File: src/rtl/act_spacing_pkg.sv
`timescale 1ns/1ps
package act_spacing_pkg;
    typedef enum logic [1:0] {
        CMD_IDLE   = 2'b00,
        CMD_ACT    = 2'b01,
        CMD_REFALL = 2'b10,
        CMD_RSVD   = 2'b11
    } rec_cmd_e;

    function automatic int max_of3(input int a, input int b, input int c);
        int m;
        m = (a > b) ? a : b;
        return (m > c) ? m : c;
    endfunction
endpackage

File: src/rtl/act_stamp_slot.sv
`timescale 1ns/1ps
// One history entry: remembers a start cycle and reports the remaining
// part of a fixed spacing limit measured from it.
module act_stamp_slot #(
    parameter int TS_W  = 8,
    parameter int LIMIT = 10
) (
    input  logic            clk,
    input  logic            rst_n,
    input  logic [TS_W-1:0] now,
    input  logic            rec,
    output logic [TS_W-1:0] rem
);
    typedef struct packed {
        logic            vld;
        logic [TS_W-1:0] ts;
    } slot_t;

    slot_t           st_d, st_q;
    logic [TS_W-1:0] elapsed;
    logic            live;

    always_comb begin
        elapsed = now - st_q.ts;
        live    = st_q.vld && (elapsed < TS_W'(LIMIT));
        rem     = live ? (TS_W'(LIMIT) - elapsed) : '0;
        st_d    = st_q;
        if (rec) begin
            st_d.vld = 1'b1;
            st_d.ts  = now;
        end else if (st_q.vld && !live) begin
            // limit fully served: retire so a wrapped counter never aliases
            st_d.vld = 1'b0;
        end
    end

    always_ff @(posedge clk) begin
        if (!rst_n) st_q <= '0;
        else        st_q <= st_d;
    end
endmodule

File: src/rtl/act_roll_window.sv
`timescale 1ns/1ps
// Per-rank rolling window of recent activation start cycles.
// Entry 0 is the oldest. Expired heads are retired one per cycle.
module act_roll_window #(
    parameter int TS_W  = 8,
    parameter int DEPTH = 4,
    parameter int LIMIT = 16
) (
    input  logic            clk,
    input  logic            rst_n,
    input  logic [TS_W-1:0] now,
    input  logic            rec,
    output logic [TS_W-1:0] rem
);
    localparam int CNT_W = $clog2(DEPTH + 1);

    typedef struct packed {
        logic [DEPTH-1:0][TS_W-1:0] ts;
        logic [CNT_W-1:0]           cnt;
    } win_t;

    win_t            st_d, st_q;
    logic [TS_W-1:0] head_el;
    logic            full;
    logic            head_exp;
    int              pos;

    always_comb begin
        head_el  = now - st_q.ts[0];
        full     = (st_q.cnt == CNT_W'(DEPTH));
        head_exp = (st_q.cnt != '0) && (head_el >= TS_W'(LIMIT));
        rem      = (full && !head_exp) ? (TS_W'(LIMIT) - head_el) : '0;

        st_d = st_q;
        pos  = 0;
        if (head_exp) begin
            for (int i = 0; i < DEPTH - 1; i++) st_d.ts[i] = st_d.ts[i+1];
            st_d.cnt = st_q.cnt - 1'b1;
        end
        if (rec) begin
            pos = int'(st_d.cnt);
            if (pos == DEPTH) begin
                // full: oldest falls out, newest lands at the tail
                for (int i = 0; i < DEPTH - 1; i++) st_d.ts[i] = st_d.ts[i+1];
                pos = DEPTH - 1;
            end else begin
                st_d.cnt = st_d.cnt + 1'b1;
            end
            for (int i = 0; i < DEPTH; i++) begin
                if (i == pos) st_d.ts[i] = now;
            end
        end
    end

    always_ff @(posedge clk) begin
        if (!rst_n) st_q <= '0;
        else        st_q <= st_d;
    end
endmodule

File: src/rtl/act_spacing_guard.sv
`timescale 1ns/1ps
module act_spacing_guard #(
    parameter int NUM_RANKS      = 2,
    parameter int BANKS_PER_RANK = 8,
    parameter int T_RC           = 12,
    parameter int T_RRD          = 4,
    parameter int T_RFC          = 20,
    parameter int T_WIN          = 16,
    parameter int WIN_DEPTH      = 4,
    localparam int RANK_W  = (NUM_RANKS > 1) ? $clog2(NUM_RANKS) : 1,
    localparam int BANK_W  = (BANKS_PER_RANK > 1) ? $clog2(BANKS_PER_RANK) : 1,
    localparam int MAX_LIM = act_spacing_pkg::max_of3(T_RC, T_RRD,
                             act_spacing_pkg::max_of3(T_RFC, T_WIN, 1)),
    localparam int DLY_W   = $clog2(MAX_LIM + 1)
) (
    input  logic              clk,
    input  logic              rst_n,
    input  logic [RANK_W-1:0] qry_rank,
    input  logic [BANK_W-1:0] qry_bank,
    input  logic              rec_valid,
    input  logic [1:0]        rec_cmd,
    input  logic [RANK_W-1:0] rec_rank,
    input  logic [BANK_W-1:0] rec_bank,
    output logic [DLY_W-1:0]  act_wait,
    output logic              act_ok
);
    import act_spacing_pkg::*;

    localparam int TS_W    = $clog2(MAX_LIM + 2) + 1;
    localparam int N_BANKS = NUM_RANKS * BANKS_PER_RANK;

    typedef struct packed {
        logic [TS_W-1:0] now;
    } top_t;

    top_t top_d, top_q;

    logic                 rec_act, rec_ref;
    logic [NUM_RANKS-1:0] rank_act_hit, rank_ref_hit;
    logic [N_BANKS-1:0]   bank_act_hit;
    logic [TS_W-1:0]      bank_rem [N_BANKS];
    logic [TS_W-1:0]      rrd_rem  [NUM_RANKS];
    logic [TS_W-1:0]      rfc_rem  [NUM_RANKS];
    logic [TS_W-1:0]      win_rem  [NUM_RANKS];
    logic [TS_W-1:0]      pick_max;

    always_comb begin
        top_d.now = top_q.now + 1'b1;
    end

    always_ff @(posedge clk) begin
        if (!rst_n) top_q <= '0;
        else        top_q <= top_d;
    end

    assign rec_act = rec_valid && (rec_cmd == CMD_ACT);
    assign rec_ref = rec_valid && (rec_cmd == CMD_REFALL);

    for (genvar r = 0; r < NUM_RANKS; r++) begin : g_rank
        assign rank_act_hit[r] = rec_act && (rec_rank == RANK_W'(r));
        assign rank_ref_hit[r] = rec_ref && (rec_rank == RANK_W'(r));

        act_stamp_slot #(.TS_W(TS_W), .LIMIT(T_RRD)) u_rrd (
            .clk(clk), .rst_n(rst_n), .now(top_q.now),
            .rec(rank_act_hit[r]), .rem(rrd_rem[r]));

        act_stamp_slot #(.TS_W(TS_W), .LIMIT(T_RFC)) u_rfc (
            .clk(clk), .rst_n(rst_n), .now(top_q.now),
            .rec(rank_ref_hit[r]), .rem(rfc_rem[r]));

        act_roll_window #(.TS_W(TS_W), .DEPTH(WIN_DEPTH), .LIMIT(T_WIN)) u_win (
            .clk(clk), .rst_n(rst_n), .now(top_q.now),
            .rec(rank_act_hit[r]), .rem(win_rem[r]));

        for (genvar b = 0; b < BANKS_PER_RANK; b++) begin : g_bank
            localparam int IDX = r * BANKS_PER_RANK + b;
            assign bank_act_hit[IDX] = rank_act_hit[r] && (rec_bank == BANK_W'(b));

            act_stamp_slot #(.TS_W(TS_W), .LIMIT(T_RC)) u_rc (
                .clk(clk), .rst_n(rst_n), .now(top_q.now),
                .rec(bank_act_hit[IDX]), .rem(bank_rem[IDX]));
        end
    end

    // select the candidate's entries and take the largest remaining wait
    always_comb begin
        pick_max = '0;
        for (int r = 0; r < NUM_RANKS; r++) begin
            if (qry_rank == RANK_W'(r)) begin
                if (rrd_rem[r] > pick_max) pick_max = rrd_rem[r];
                if (rfc_rem[r] > pick_max) pick_max = rfc_rem[r];
                if (win_rem[r] > pick_max) pick_max = win_rem[r];
                for (int b = 0; b < BANKS_PER_RANK; b++) begin
                    if (qry_bank == BANK_W'(b) &&
                        bank_rem[r*BANKS_PER_RANK+b] > pick_max)
                        pick_max = bank_rem[r*BANKS_PER_RANK+b];
                end
            end
        end
    end

    assign act_wait = DLY_W'(pick_max);
    assign act_ok   = (pick_max == '0);
endmodule

File: config.mk
export PLATFORM = sky130hd
export DESIGN_NAME = act_spacing_guard
export DESIGN_NICKNAME = d
export VERILOG_FILES = /design/src/rtl/act_spacing_pkg.sv /design/src/rtl/act_stamp_slot.sv /design/src/rtl/act_roll_window.sv /design/src/rtl/act_spacing_guard.sv
export SDC_FILE = /design/constraint.sdc
export NUM_CORES = 1
export LEC_CHECK = 0
export ABC_CLOCK_PERIOD_IN_PS = 47000
export CAP_MARGIN = 25
export CORE_MARGIN = 4
export CORE_UTILIZATION = 40
export CTS_BUF_LIST = sky130_fd_sc_hd__clkbuf_8
export CTS_CLUSTER_SIZE = 12
export DETAILED_ROUTE_END_ITERATION = 7
export DONT_BUFFER_PORTS = 1
export PLACE_DENSITY = 0.51
export SYNTH_ARGS = -nofsm -noshare
export SYNTH_HDL_FRONTEND = slang
export SYNTH_SLANG_ARGS = --single-unit
File: constraint.sdc
create_clock -name clk -period 47 [get_ports clk]
set_clock_uncertainty 0.1 [all_clocks]
set_input_delay 0 -clock clk [delete_from_list [all_inputs] [get_ports clk]]
set_output_delay 0 -clock clk [all_outputs]
set_load 0.02 [all_outputs]
======== After elaboration in Yosys (flattened, before gate mapping) ========
Cells that the tools add are included.
operators by class
  $add $sub $neg .......................... 49
  $mul .................................... 0
  div/mod/pow operators ................... 0
  order comparisons ....................... 44
  eq/ne operators ......................... 26
  shift-type cells ........................ 0
  mux-type cells .......................... 124
  bitwise gates (word level) .............. 1
  reductions and logical operators ........ 133
operators with widths
  kind                                                               count
  two-way mux 6 bit                                                  72
  subtractor 6 bit                                                   22
  equality test 3 x 32 -> 1 bit, first input constant                4
  greater-than comparator 6 bit                                      21
  less-than comparator 6 x 4 -> 1 bit, second input constant         16
  subtractor 4 x 6 -> 6 bit, first input constant                    16
  two-way mux 21 bit                                                 4
  logical AND 1 bit                                                  82
  equality test 2 x 32 -> 1 bit, first input constant                2
  logical NOT 32 bit                                                 2
  two-way mux 32 bit                                                 2
  two-way mux 1 bit                                                  40
  nonzero test 2 bit                                                 20
  equality test 3 bit, second input constant                         12
  two-way mux 18 bit                                                 2
  subtractor 5 x 6 -> 6 bit, first input constant                    4
  logical NOT 1 bit                                                  22
  equality test 3 x 2 -> 1 bit, second input constant                4
  greater-or-equal comparator 6 x 5 -> 1 bit, second input constant  2
  less-than comparator 6 x 3 -> 1 bit, second input constant         2
  less-than comparator 6 x 5 -> 1 bit, second input constant         2
  two-way mux 3 bit                                                  4
  subtractor 3 x 6 -> 6 bit, first input constant                    2
  adder 3 x 1 -> 3 bit, second input constant                        2
  other kinds (11)                                                   16
storage, ports and cells
  register bits ........................... 200
  latch bits .............................. 0
  RAM bits ................................ 0
  ROM bits ................................ 0
  input port bits ......................... 13
  output and inout port bits .............. 6
  word-level logic and storage cells ...... 428
  memories ................................ 0

======== Depth between registers and ports, before layout ========
  depth in word-level cells ............... 87
  depth in mapped cells ................... 186
  gate-level depth less buffers ........... 180

======== Hierarchy ========
Synthesis repeated with hierarchy kept, for this count alone.
second synthesis, totals
  cells, all modules ...................... 2904
  area total of the unflattened synthesis .. 22967.0 um^2
modules (own cells, without submodules)
  module                                          instances  cells each  area each (um^2)
  act_stamp_slot at g_rank[0].g_bank[0].u_rc ...  16         68          573.0
  act_spacing_guard                               1          1038        7144.4
  act_roll_window                                 2          260         2173.3
  act_stamp_slot at g_rank[0].u_rfc ...           2          69          601.8
  act_stamp_slot at g_rank[0].u_rrd ...           2          60          551.8

======== Worst setup path after synthesis ========
No wires, ideal clock.
  path type ............................... register to output
  start ................................... reg top_q[1] (netlist name)
  end ..................................... out act_ok
  data arrival time ....................... 35608 ps
  data required time ...................... 46900 ps
  slack ................................... 11292 ps
  cell stages (with the launch flop) ...... 173
  buffers on the path ..................... 6
  cells stage by stage .................... dfxtp_1 > clkbuf_1 > clkinv_1 > fa_1 > nand2b_1 > a21boi_0 > nand3_1 > nand3_1 > nand2_1 > or2_2 > ha_1 > nand2_1 > nor2_1 > a31oi_1 > o21a_1 > nand3_1 > o21a_1 > ha_1 > [137 not listed] > a2111oi_0 > or2_2 > ha_1 > and4_1 > a311oi_1 > a22oi_1 > and3_1 > o21a_1 > ha_1 > a21o_1 > a21o_1 > a221oi_1 > a311oi_1 > and2_1 > a21oi_1 > o21ai_0 > a221o_1 > nor4_2
on the way
  word-level cells in the longest chain between the ends .. 87
  elaborated cells between the ends (all ways) .. 197
  classes of those cells .................. add/sub: 44; order compare: 44; mux: 66; reduce/logical: 43
RTL lines
  what                                    RTL line                  RTL
  start: declaration                      act_spacing_guard.sv:36   top_t top_d, top_q;
  start signal: assignment                act_spacing_guard.sv:53   else top_q <= top_d;
  subtractor 6 bit                        act_stamp_slot.sv:24      elapsed = now - st_q.ts;
  less-than comparator 6 x 3 -> 1 bit     act_stamp_slot.sv:25      live = st_q.vld && (elapsed < TS_W'(LIMIT));
  logical AND 1 bit                       act_stamp_slot.sv:25
  two-way mux 6 bit                       act_stamp_slot.sv:26      rem = live ? (TS_W'(LIMIT) - elapsed) : '0;
  greater-than comparator 6 x 1 -> 1 bit  act_spacing_guard.sv:90   if (rrd_rem[r] > pick_max) pick_max = rrd_rem[r];
  two-way mux 6 bit                       act_spacing_guard.sv:90
  two-way mux 6 bit                       act_spacing_guard.sv:89   if (qry_rank == RANK_W'(r)) begin
  greater-than comparator 6 bit           act_spacing_guard.sv:91   if (rfc_rem[r] > pick_max) pick_max = rfc_rem[r];
  [72 not listed]                         -
  two-way mux 6 bit                       act_spacing_guard.sv:94   if (qry_bank == BANK_W'(b) &&
  two-way mux 6 bit                       act_spacing_guard.sv:89
  greater-than comparator 6 bit           act_spacing_guard.sv:95   bank_rem[r*BANKS_PER_RANK+b] > pick_max)
  logical AND 1 bit                       act_spacing_guard.sv:94
  two-way mux 6 bit                       act_spacing_guard.sv:94
  two-way mux 6 bit *                     act_spacing_guard.sv:89
  named net act_wait[2]                   act_spacing_guard.sv:24   output logic [DLY_W-1:0] act_wait,
  logical NOT 6 bit *                     act_spacing_guard.sv:103  assign act_ok = (pick_max == '0);
  end: declaration                        act_spacing_guard.sv:25   output logic act_ok
The timed path passes the listed nets; every way through them passes the cells marked *. The select of a mux whose other input is x is not followed.

======== Final worst setup path ========
Ends and elaborated chain as after synthesis.

==> impl_results.md <==
- DP Worst Slack: 6.78 ns
- YS warnings: 0
- Non-Filler Instances: 3227
- Clock power frac: 22.5%
- Worst Hold Class: primary input to flip-flop
- Core area: 49000 sq um
- Worst Path Class, Setup: flip-flop to primary output
- 1st-pass router iterations: 5
- Gr usage total: 21.2%
- Seq pwr share: 32.1%
- # nets final: 2857
- Hold Path Sink: g_rank[1].g_bank[4].u_rc.st_q[6]$_SDFFE_PN0P_
- Initial core utilization: 40.4%
- Placed wire-length estimate: 41800 um
- Lkg Pwr: 8.92 nW
- First-pass GRT wire length: around 90000 um
- Status: finished clean
- Main flop type after synthesis: dfxtp_1
- Period minus WS final: 41.48 ns
- Yosys reg bits: 200
- Combinational Power Share: 45.4%
- Slew Limit Fails: 0
- Post-Syn Area: 19800 sq um
- Final Hold Vio Count: 0
- Total routed wirelength: approximately 56000 um
- Initial antenna violation count: 2
- Pin count of the biggest net entering global routing: 201
- Top cells by area, synth: dfxtp_1, ha_1, mux2i_1
- P_sw: 0.229 mW
- RSZ-0062 raised after global routing: no
- Site Rows: 81
- Placer Congestion: around 0.92
- I/O Buffers: 0
- Setup TNS: 0 ns
- R2r startpoint: top_q[1]$_SDFF_PN0_
- Syn avg cell area: 7.89 sq um
- EDFF count, synth: 0
- Slowest-stage cell, CP: o41ai_1
- CTS root buf: clkbuf_8
- CP arrival: 41.38 ns
- Diode count: 0
- Clk slew on worst S/H paths: around 0.11 ns
- Mapped Cells: 2510
- Crit path max fanout: 27
- I/O pin count: 19
- Grt ovf: 0
- DR iter-0 viols: between 900 and 1000
- Top-area cell type share of the netlist area: 20.2%
- DR DRC count: 0
- Synth cell types: 96
- Cell Int Power: 0.320 mW
- Antenna Nets Post-Route: 0
- Hold path depth: 4
- Crit-path max cell delay: 0.87 ns
- Setup ws final: 5.52 ns
- Commonest non-fill, non-tap cell in the layout: ha_1
- TritonCTS Buffers: 17
- Die W: 230 um
- Setup crit end kind: primary output
- Max-Cap Viols: 0
- Placed Cells: about 3200
- Setup slack, reg-to-reg: 40.52 ns
- CTS tree: built
- Die area: 53100 sq um
- Tot Pwr: between 0.5 and 0.6 mW
- Layout cells sized above 1: 5.42%
- Skew-Pair Late Insertion Delay: 0.56 ns
- Worst-Margin Slew: 1.08 ns
- Fillers: 5039
- Worst R2R End: g_rank[1].u_win.st_q[22]$_SDFFE_PN0P_
- VDD IR max: 0.0218 mV
- FF-to-FF path depth: 20
- WP data required: 46.90 ns
- Avg Vias per Cell: 5.35
- Sw frac: a little over two fifths
- Area grow syn2layout: 7.95%
- Sequential area share after synthesis: 20.2%
- Cell type with the highest aggregate area in the netlist: dfxtp_1
- Most frequent cells in the layout: ha_1, inv_1, nand2_1
- Power Dens Cells: about 26 nW/um^2
- Via Count: 17300
- Hold Crit Start: rec_bank[0]
- Hold slack: 0.0681 ns
- Setup Viol. Count Final: 0
- Vias in the first global route: around 17000
- Die span in y: 230 um
- Tcrit/Tclk final: about 88%
- Ys async rst share: 0%
- H-tree depth: 4
- Slew headroom: approximately 28%
- Wire length per cell: 17.3 um
- Max frequency: 24.1 MHz
- Post-CTS sizing: 0
- Cell repeated most along the worst path: ha_1
- Worst setup SP type: flip-flop
- # clock sinks: 200
- Clock Tree Buf Depth: 2
==> flip-flops by register name, summed over array words and instances (netlist names) <==
name and cells:
g_rank.g_bank.u_rc.st_q 112, g_rank.u_win.st_q 54, g_rank.u_rfc.st_q 14, g_rank.u_rrd.st_q 14, top_q 6
==> power by group through the flow <==
stage                     Combinational (mW)  Sequential (mW)  Clock [mW]
after detailed placement               0.241            0.180           0
after global placement                 0.239            0.180           0
after floorplan                        0.187            0.180           0
after global routing                   0.281            0.177       0.135
final                                  0.249            0.176       0.123
after CTS                              0.248            0.177       0.130
==> worst max-delay path by stage <==
stage                              startpoint     end  slack (ns)  cells after the start
final                     top_q[1]$_SDFF_PN0_  act_ok        5.52                    167
after global routing      top_q[1]$_SDFF_PN0_  act_ok        2.10                    169
after CTS                 top_q[1]$_SDFF_PN0_  act_ok        5.94                    167
after detailed placement  top_q[1]$_SDFF_PN0_  act_ok        6.78                    166
after global placement    top_q[1]$_SDFF_PN0_  act_ok        7.74                    164
after floorplan           top_q[1]$_SDFF_PN0_  act_ok       11.29                    172
==> final cells by class <==
cell class              count  area (sq um)  area share, %
multi-input cells        2047         14800           69.3
flip-flops and latches    200          4010           18.8
inverters                 236           886           4.15
well taps                 664           831           3.89
repair buffers             48           418           1.96
clock buffers              18           248           1.16
clock inverters            14           161          0.755
==> repair_timing <==
item                                   4_1_cts  5_1_grt
setup buffers                                0        0
hold buffers                                16        0
endpoints found under the hold margin      200        0
setup endpoints to repair                    0        0
==> metrics by stage <==
| stage | util (%) | cell area (sq um) |
|---|---|---|
| after global routing | 43.7 | 21400 |
| after global placement | 42.5 | 20800 |
| after detailed placement | 42.5 | 20800 |
| after CTS | 43.7 | 21400 |
| final | 43.7 | 21400 |
| after floorplan | - | 20000 |
==> synth_stat cells (all sizes together), types with 17 or more instances <==
cell	number
a21o	70
fa	22
a21oi	161
nor3	47
a21boi	34
nand3	63
clkbuf	78
inv	234
ha	272
a211oi	17
o22ai	24
or2	18
and3	30
nand2b	24
xnor2	55
dfxtp	200
nor2b	131
xor2	57
and2	84
o21a	35
nor2	166
o21ai	116
mux2i	104
nand2	203
==> worst max-delay path: cells and delay by family, from the launching register on <==
family / cells / cell delay [ns]
buffers and inverters: 13 / 1.97
DFF: 1 / 0.67
and+or+nand+nor: 52 / 9.66
adders and majority gates: 22 / 6.39
muxes: 1 / 0.39
AOI/OAI and AO/OA: 79 / 21.73
==> cells by family after synthesis <==
family,count (synthesis),share of synthesized area (%)
adders and majority gates,294,19.4
buffers and inverters,323,6.21
and+or+nand+nor,857,22.6
other,2,0.0379
xor gates and xnor gates,114,5.18
AOI/OAI and AO/OA,604,20.4
DFF,200,20.2
muxes,116,5.94
==> routing by layer <==
metal | track usage (%) | wire [um] | vias to the layer above
li1 | - | - | 8841
met1 | 29.4 | 27900 | 8066
met2 | 33.9 | 24500 | 279
met3 | 3.69 | 2280 | 68
met4 | 5.80 | 1300 | 2
met5 | 0 | 13 | -
Note: power is estimated with default switching activity, not from simulation.
